--- src/rtl/ioreg_pkg.sv ---
package ioreg_pkg;
  localparam int ENTRY_W = 64;
  localparam int HALF_W  = 32;
  localparam logic [7:0]  OFF_SEL = 8'h00;
  localparam logic [7:0]  OFF_WIN = 8'h10;
  localparam logic [31:0] SEL_ID  = 32'h0;
  localparam logic [31:0] SEL_VER = 32'h1;
  localparam logic [31:0] SEL_ARB = 32'h2;
  localparam logic [31:0] SEL_TBL = 32'h10;
  localparam int BIT_RPEND = 14;
  localparam int BIT_MASK  = 16;

  typedef enum logic [2:0] {
    TGT_ID, TGT_VER, TGT_ARB, TGT_LO, TGT_HI, TGT_NONE
  } tgt_e;

  typedef struct packed {
    tgt_e        tgt;
    logic [31:0] idx;
  } sel_dec_t;

  // Map a select word onto a window target and a table index.
  function automatic sel_dec_t decode_sel(logic [31:0] sel, logic [31:0] npins);
    sel_dec_t d;
    logic [31:0] rel;
    d.tgt = TGT_NONE;
    d.idx = '0;
    rel   = sel - SEL_TBL;
    if (sel == SEL_ID)       d.tgt = TGT_ID;
    else if (sel == SEL_VER) d.tgt = TGT_VER;
    else if (sel == SEL_ARB) d.tgt = TGT_ARB;
    else if (sel >= SEL_TBL) begin
      d.idx = rel >> 1;
      if (d.idx < npins) d.tgt = sel[0] ? TGT_HI : TGT_LO;
    end
    return d;
  endfunction
endpackage

--- src/rtl/ioreg_bus_decode.sv ---
module ioreg_bus_decode
  import ioreg_pkg::*;
#(
  parameter int ADDR_W = 16
) (
  input  logic [ADDR_W-1:0] bus_addr,
  input  logic              bus_we,
  input  logic [3:0]        bus_size,
  output logic              sel_we,
  output logic              win_we,
  output logic              rd_sel,
  output logic              rd_win
);
  logic [7:0] off;
  logic       size_ok;
  logic       unused_hi;

  assign off       = bus_addr[7:0];
  assign unused_hi = ^bus_addr[ADDR_W-1:8];

  // Only word and double-word writes are accepted.
  assign size_ok = (bus_size == 4'd4) || (bus_size == 4'd8);

  assign rd_sel = (off == OFF_SEL);
  assign rd_win = (off == OFF_WIN);
  assign sel_we = bus_we && size_ok && rd_sel;
  assign win_we = bus_we && size_ok && rd_win;
endmodule

--- src/rtl/ioreg_route_table.sv ---
module ioreg_route_table
  import ioreg_pkg::*;
#(
  parameter int NUM_PINS = 24,
  localparam int IDX_W   = (NUM_PINS > 1) ? $clog2(NUM_PINS) : 1
) (
  input  logic                         clk,
  input  logic                         rst,
  input  logic                         wr_lo,
  input  logic                         wr_hi,
  input  logic [IDX_W-1:0]             wr_idx,
  input  logic [HALF_W-1:0]            wr_data,
  input  logic [NUM_PINS-1:0]          rp_set,
  input  logic [NUM_PINS-1:0]          req_set,
  input  logic [NUM_PINS-1:0]          req_clr,
  output logic [NUM_PINS*ENTRY_W-1:0]  route_o,
  output logic [NUM_PINS-1:0]          svc_o
);
  localparam logic [ENTRY_W-1:0] ENTRY_RST = ENTRY_W'(1) << BIT_MASK;

  for (genvar i = 0; i < NUM_PINS; i++) begin : g_ent
    logic [ENTRY_W-1:0] ent_q;
    logic               req_q;
    logic               hit;

    assign hit = (wr_idx == IDX_W'(i));
    assign route_o[i*ENTRY_W +: ENTRY_W] = ent_q;

    always_ff @(posedge clk) begin
      if (rst) begin
        ent_q <= ENTRY_RST;
      end else begin
        if (rp_set[i]) ent_q[BIT_RPEND] <= 1'b1;
        // Later assignment wins: software clear beats a same-cycle set.
        if (hit && wr_lo)
          ent_q[HALF_W-1:0] <= {wr_data[HALF_W-1:BIT_RPEND+1], 1'b0,
                                wr_data[BIT_RPEND-1:0]};
        if (hit && wr_hi)
          ent_q[ENTRY_W-1:HALF_W] <= wr_data;
      end
    end

    always_ff @(posedge clk) begin
      if (rst) begin
        req_q    <= 1'b0;
        svc_o[i] <= 1'b0;
      end else begin
        req_q    <= (req_q & ~req_clr[i]) | req_set[i];
        svc_o[i] <= hit && (wr_lo || wr_hi) && req_q;
      end
    end
  end
endmodule

--- src/rtl/ioreg_window.sv ---
module ioreg_window
  import ioreg_pkg::*;
#(
  parameter int         ADDR_W       = 16,
  parameter int         NUM_PINS     = 24,
  parameter logic [7:0] VERSION_CODE = 8'h11
) (
  input  logic                         clk,
  input  logic                         rst,
  input  logic [ADDR_W-1:0]            bus_addr,
  input  logic                         bus_we,
  input  logic [3:0]                   bus_size,
  input  logic [63:0]                  bus_wdata,
  output logic [63:0]                  bus_rdata,
  input  logic [NUM_PINS-1:0]          rp_set,
  input  logic [NUM_PINS-1:0]          req_set,
  input  logic [NUM_PINS-1:0]          req_clr,
  output logic [NUM_PINS*ENTRY_W-1:0]  route_o,
  output logic [NUM_PINS-1:0]          svc_o
);
  localparam int IDX_W = (NUM_PINS > 1) ? $clog2(NUM_PINS) : 1;
  localparam logic [HALF_W-1:0] VER_WORD =
    {8'h00, 8'(NUM_PINS - 1), 8'h00, VERSION_CODE};

  logic [31:0]       sel_q;
  logic [3:0]        id_q;
  logic              sel_we, win_we, rd_sel, rd_win;
  sel_dec_t          dec;
  logic [IDX_W-1:0]  idx;
  logic [HALF_W-1:0] win_rd;
  logic              unused_bits;

  ioreg_bus_decode #(.ADDR_W(ADDR_W)) u_dec (
    .bus_addr (bus_addr),
    .bus_we   (bus_we),
    .bus_size (bus_size),
    .sel_we   (sel_we),
    .win_we   (win_we),
    .rd_sel   (rd_sel),
    .rd_win   (rd_win)
  );

  assign dec         = decode_sel(sel_q, 32'(NUM_PINS));
  assign idx         = dec.idx[IDX_W-1:0];
  assign unused_bits = ^{bus_wdata[63:32], dec.idx[31:IDX_W]};

  always_ff @(posedge clk) begin
    if (rst) begin
      sel_q <= '0;
      id_q  <= '0;
    end else begin
      if (sel_we) sel_q <= bus_wdata[31:0];
      if (win_we && dec.tgt == TGT_ID) id_q <= bus_wdata[27:24];
    end
  end

  ioreg_route_table #(.NUM_PINS(NUM_PINS)) u_tbl (
    .clk     (clk),
    .rst     (rst),
    .wr_lo   (win_we && dec.tgt == TGT_LO),
    .wr_hi   (win_we && dec.tgt == TGT_HI),
    .wr_idx  (idx),
    .wr_data (bus_wdata[HALF_W-1:0]),
    .rp_set  (rp_set),
    .req_set (req_set),
    .req_clr (req_clr),
    .route_o (route_o),
    .svc_o   (svc_o)
  );

  always_comb begin
    unique case (dec.tgt)
      TGT_ID, TGT_ARB: win_rd = {4'h0, id_q, 24'h0};
      TGT_VER:         win_rd = VER_WORD;
      TGT_LO:          win_rd = route_o[int'(idx)*ENTRY_W +: HALF_W];
      TGT_HI:          win_rd = route_o[int'(idx)*ENTRY_W + HALF_W +: HALF_W];
      default:         win_rd = '0;
    endcase
  end

  always_comb begin
    if (rd_sel)      bus_rdata = {32'h0, sel_q};
    else if (rd_win) bus_rdata = {32'h0, win_rd};
    else             bus_rdata = '0;
  end
endmodule

--- config.mk ---
export PLATFORM = sky130hd
export DESIGN_NAME = ioreg_window
export DESIGN_NICKNAME = d
export VERILOG_FILES = /design/src/rtl/ioreg_pkg.sv /design/src/rtl/ioreg_bus_decode.sv /design/src/rtl/ioreg_route_table.sv /design/src/rtl/ioreg_window.sv
export SDC_FILE = /design/constraint.sdc
export NUM_CORES = 2
export LEC_CHECK = 0
export BUFFER_PORTS_ARGS = -buffer_cell sky130_fd_sc_hd__buf_2
export CORE_AREA = 2 2 700 702
export DETAILED_ROUTE_END_ITERATION = 10
export DIE_AREA = 0 0 702 704
export HOLD_SLACK_MARGIN = 0.08
export SLEW_MARGIN = 10
export SYNTH_ARGS = -nofsm -noshare
export SYNTH_HDL_FRONTEND = slang
export SYNTH_SLANG_ARGS = --single-unit
export TNS_END_PERCENT = 100
--- constraint.sdc ---
create_clock -name clk -period 7.8 [get_ports clk]
set_input_delay 1.56 -clock clk [delete_from_list [all_inputs] [get_ports clk]]
set_output_delay 1.56 -clock clk [all_outputs]
set_load 0.005 [all_outputs]
# Yosys cells after proc, flatten, opt, wreduce, memory -nomap -nowiden
# Index checks and enable logic that the tools add are counted.
# Widths: inputs -> output; s select.
totals:
  regBits: 1620
  inputBits: 159
  output_inout_bits: 1624
classes:
  addsub: 2
  order_cmp: 2
  eq_ne: 32
  n_shift: 2
  mux: 12
  bitwise_logic: 72
  reduce_logical: 133
ops:
  columns: ["op", "n"]
  rows:
  - ["$shiftx 1536x12->32", 1]
  - ["$shiftx 1536x13->32", 1]
  - ["$pmux 32 s4", 1]
  - ["$logic_and 1x1->1", 102]
  - ["$mux 32", 2]
  - ["$reduce_or 2->1", 25]
  - ["$eq 5x4->1 const B", 8]
  - ["$eq 5x5->1 const B", 8]
  - ["$mux 35", 1]
  - ["$eq 32x1->1 const B", 1]
  - ["$eq 32x2->1 const B", 1]
  - ["$ge 32x5->1 const B", 1]
  - ["$logic_not 32->1", 1]
  - ["$sub 32x5->32 const B", 1]
  - ["$lt 31x5->1 const B", 1]
  - ["$and 1x1->1", 24]
  - ["$not 1->1", 24]
  - ["$or 1x1->1", 24]
  - ["$eq 5x3->1 const B", 4]
  - ["$mux 3", 5]
  - ["$mux 5", 3]
  - ["$add 11x6->12 const B", 1]
  - ["$eq 5x2->1 const B", 2]
  - ["$eq 8x5->1 const B", 1]
  - ["10 further kinds", 12]

# Logic depth before layout (Yosys ltp)
logic_depth:
  ltp_word: 12
  depth_mapped: 18

# By module
# Synthesis repeated with hierarchy kept, for this count alone.
hier_totals:
  cells_unflattened: 9068
  area_unflattened_um2: 75862.8
by_module_without_submodules:
  columns: ["mod", "n_inst", "cells_each", "area_each_um2"]
  rows:
  - ["ioreg_route_table", 1, 6339, 59981.3]
  - ["ioreg_window", 1, 2720, 15818.9]
  - ["ioreg_bus_decode", 1, 9, 62.6]

# Worst setup path before layout
# No wires, ideal clock.
synth_timing:
  path_kind: "reg-to-output"
  start: "register sel_q[4]"
  end: "output port bus_rdata[31]"
  t_arrival_ns: 3.867
  required_ns: 6.240
  path_slack_ns: 2.373
  path_stages_with_launch: 16
  path_buffers: 4
  cell_sequence: "dfxtp_1 clkbuf_1 inv_1 ha_1 or4_1 nor4_1 o2111ai_1 nor3_1 and4b_1 and3_1 clkbuf_1 clkbuf_1 clkbuf_1 mux4_2 a21o_1 o221ai_1"
synth_via:
  elab_chain_len: 12
synth_lines:
  columns: ["item", "line", "rtl"]
  rows:
  - ["from (decl)", "ioreg_window.sv:25", "logic [31:0] sel_q;"]
  - ["from (signal assigned)", "ioreg_window.sv:52", "if (sel_we) sel_q <= bus_wdata[31:0];"]
  - ["parallel branches: the longest is 9 deep, another holds $sub 32x5->32", null, null]
  - ["$pmux 32 s4 (*)", "ioreg_window.sv:72", "unique case (dec.tgt)"]
  - ["$mux 32 (*)", "ioreg_window.sv:83", "else if (rd_win) bus_rdata = {32'h0, win_rd};"]
  - ["$mux 32 (*)", "ioreg_window.sv:82", "if (rd_sel) bus_rdata = {32'h0, sel_q};"]
  - ["to (decl)", "ioreg_window.sv:14", "output logic [63:0] bus_rdata,"]
# Every way passes the cells marked *.

# Final worst setup path
layout_timing:
  start: "register sel_q[11]"
  end: "output port bus_rdata[19]"
layout_via:
  elab_chain_len: 12
layout_lines:
  columns: ["item", "line"]
  rows:
  - ["parallel branches: the longest is 9 deep, another holds $ge 32x5->1", null]
  - ["$pmux 32 s4 (*)", "ioreg_window.sv:72"]
  - ["$mux 32 (*)", "ioreg_window.sv:83"]
  - ["$mux 32 (*)", "ioreg_window.sv:82"]
# Marks and branches as above.

==> run metrics <==
maximum number of pins on one net before global-route repair=211; critical path data required time=6.24 ns; I/O Buffers=1,710; minimum clock period=7.86 ns; clk_skew=0.143 ns; dpl hpwl=576 mm; number of distinct library cells after synthesis=70; Max Cap Viol=0; Ports=1,783; headroom to the max-slew limit=8.92%; Max H-tree Level=4; clock tree buffer depth=4; wire length on met3=96.6 mm; CP Capture Type=primary output; Startpoint Class=flop; post-synthesis async set-or-reset flop share=0%; post-DR vias/cell=4.95; leakage=36.7 nW; period utilisation layout=101%; Post-Route M1 WL=264 mm; P&R area growth vs syn=36.1%; ANT nets after route=0; commonest non-fill, non-tap cell in the layout=nand2_1; Slowest cell on crit path=a211oi_1; final hold vios=0; Synth Flop Type=dfxtp_1; post-route setup slack=-0.0571 ns; met2 WL post-DR=313 mm; Top delay family on crit path=simple AND/OR/NAND/NOR gates; final setup violating endpoints=3; gpl congestion=1.04; WP data arrival=6.30 ns; clock transition at the registers of the reported paths=0.06 ns; Overflow after GRT=0; outcome=finished, violations left; DRT Pass-1 Iters=9; starting density of the core=15.0%; Die X=702 um; WP buf/inv=5; nets@finish=11,700; initial antenna violation count=107; total number of vias=90,000; failing checks=setup timing; drt total wl=744 mm; Worst-Skew Late Latency=1.04 ns; CP Class=reg -> out; CP most frequent cell=buf_4; cts hold-fix bufs=0; EDFF count, synth=0; Avg Synthesized Cell Area=7.22 sq um; synth warn=0; Num CTS Buffers=205; Residual DRC=0; core footprint=0.487 sq mm; vias in the first global route=77,900; most frequent cells in the layout=nand2_1, a21oi_1, buf_2, dfxtp_1, buf_4; critical-path maximum fanout=35; CTS Sinks=1,620; PD cells=195 mW/mm^2; Syn Inst Count=10,100; Worst-Margin Slew=1.36 ns; CTS tree=built; setup TNS=-0.0860 ns; max incr delay on CP=1.11 ns; initial DRC count=15,800; pre-CTS setup slack=-0.250 ns; Core Rows=257; flops & latches, synth=1,620; Die Span Y=704 um; Avg WL per Cell=40.9 um; total track usage=28.6%; first-pass GRT wire length=916 mm; Max Slew Vio Count=0; share of cells above drive strength 1=24.9%; top routing layer in use=met5; die area=0.494 sq mm; Max rail drop VDD=170 uV; CP Cell Sequence=nor4_4 > nand4_1 > nor4_1 > nor2_1 > and4b_4 > and3_4 > buf_12 > buf_16 > buf_4 > a211oi_1 > o41ai_2 > and3_1 > buf_4 > a221o_1 > buf_2; FMAX=127 MHz; area of the mapped netlist=0.0729 sq mm; Seq/Total Area, Yosys=44.5%; Min-Delay Path Class=reg -> reg; CTS root buffer=clkbuf_16
through the flow:
| stage | power, mW | area (sq um) | util [%] | cells | hold WS (ns) |
|---|---|---|---|---|---|
| global placement | 9.19 | 91400 | 18.7 | 17800 | 0.447 |
| floorplan | 8.75 | 73000 | - | 10100 | 0.443 |
| global route | 19.7 | 99100 | 20.3 | 18100 | 0.404 |
| CTS | 19.4 | 98900 | 20.3 | 18100 | 0.381 |
| finish | 19.3 | 99200 | 20.4 | 18200 | 0.382 |
| detailed placement | 9.19 | 91500 | 18.8 | 17800 | 0.452 |
worst register-to-register path, stage by stage (launching register included):
cell and delay [ns]:
dfxtp_1 0.47, nor4_4 0.44, nand4_1 0.32, o31a_1 0.38
nor4_1 0.30, buf_4 0.18, nor4bb_4 0.52, buf_12 0.26
nand2_4 0.25, buf_12 0.26, buf_4 0.28, or3_1 0.72
buf_4 0.34, nor2_4 0.87, nand2_1 0.21, a21oi_1 0.18
area by class of cell:
type,instances,area [sq um]
multi-input combinational,7167,37100
sequential,1620,32400
antenna,42,105
inverter,278,1050
clock buffer,278,5800
fill,54700,388000
clock inverter,92,1210
timing repair buffer,2232,13400
tap,6475,8100
power by group:
part	total, mW	internal, mW	leakage (nW)	switching, mW
clock network	10.3	5.87	3.44	4.44
registers	8.31	8.29	13.1	0.0227
logic	0.717	0.0909	20.2	0.626
total	19.3	14.3	36.7	5.09
state kept, by name, indices dropped and copies added (netlist names):
signal             count
sel_q                 32
u_tbl.g_ent.req_q     24
u_tbl.g_ent.ent_q   1536
id_q                   4
u_tbl.svc_o           24
cells in the mapped netlist, types with 5 or more instances:
master,n,area (sq um)
clkbuf_1,847,3180
o22ai_1,165,1030
o2111ai_1,5,43.8
a211o_1,5,43.8
dfxtp_1,1620,32400
nand3_1,51,255
nand2b_1,15,93.8
o31ai_1,22,165
a21o_1,8,60.1
o41ai_1,66,578
mux2_2,31,349
a211oi_1,352,2640
nor2b_1,53,332
and3_1,49,307
a221o_1,21,210
buf_1,57,214
a21oi_1,1695,8480
nor4_1,29,181
a2111oi_0,28,245
buf_4,32,240
a21boi_0,80,601
a311o_1,6,60.1
inv_1,277,1040
o21ai_0,98,490
a31oi_1,310,1940
nand2_1,3250,12200
or3_1,20,125
a41oi_1,5,43.8
o211ai_1,50,375
nor2_1,354,1330
buf_2,131,656
nand3b_1,36,270
nor3_1,79,395
mux2i_1,76,761
or4_1,30,225
a32oi_1,5,43.8
o221ai_1,83,727
metal layers:
layer  GRT usage, %  vias up
met5              0        -
met4           20.9       26
met3           11.8     1545
met2           43.1     7237
met1           32.4    44000
li1               -    37200
cells by family after synthesis:
family,after synthesis,share of synthesized area (%)
adder cells (fa/ha/maj),1,0.0172
buffers and inverters,1345,7.32
multiplexers,108,1.55
flip-flops,1620,44.5
AND/OR/NAND/NOR,3991,21.8
XOR/XNOR,4,0.0481
other,1,0.00514
AO/OA/AOI/OAI,3031,24.8
path summary, 6_finish.rpt:
kind                          endpoint  cells after the start                 start  slack (ns)
max                      bus_rdata[19]                     15             sel_q[11]       -0.06
min                     u_tbl.svc_o[8]                      1  u_tbl.g_ent[8].req_q        0.38
max reg2reg  u_tbl.g_ent[23].ent_q[58]                     15             sel_q[11]        1.67
min reg2reg             u_tbl.svc_o[8]                      1  u_tbl.g_ent[8].req_q        0.38
timing repair:
action	in CTS	in global routing
pin swaps	6	1
gates resized for setup	49	28
buffers inserted	11	3
endpoints found under the setup margin	32	26
Note: power is estimated with default switching activity, not from simulation.
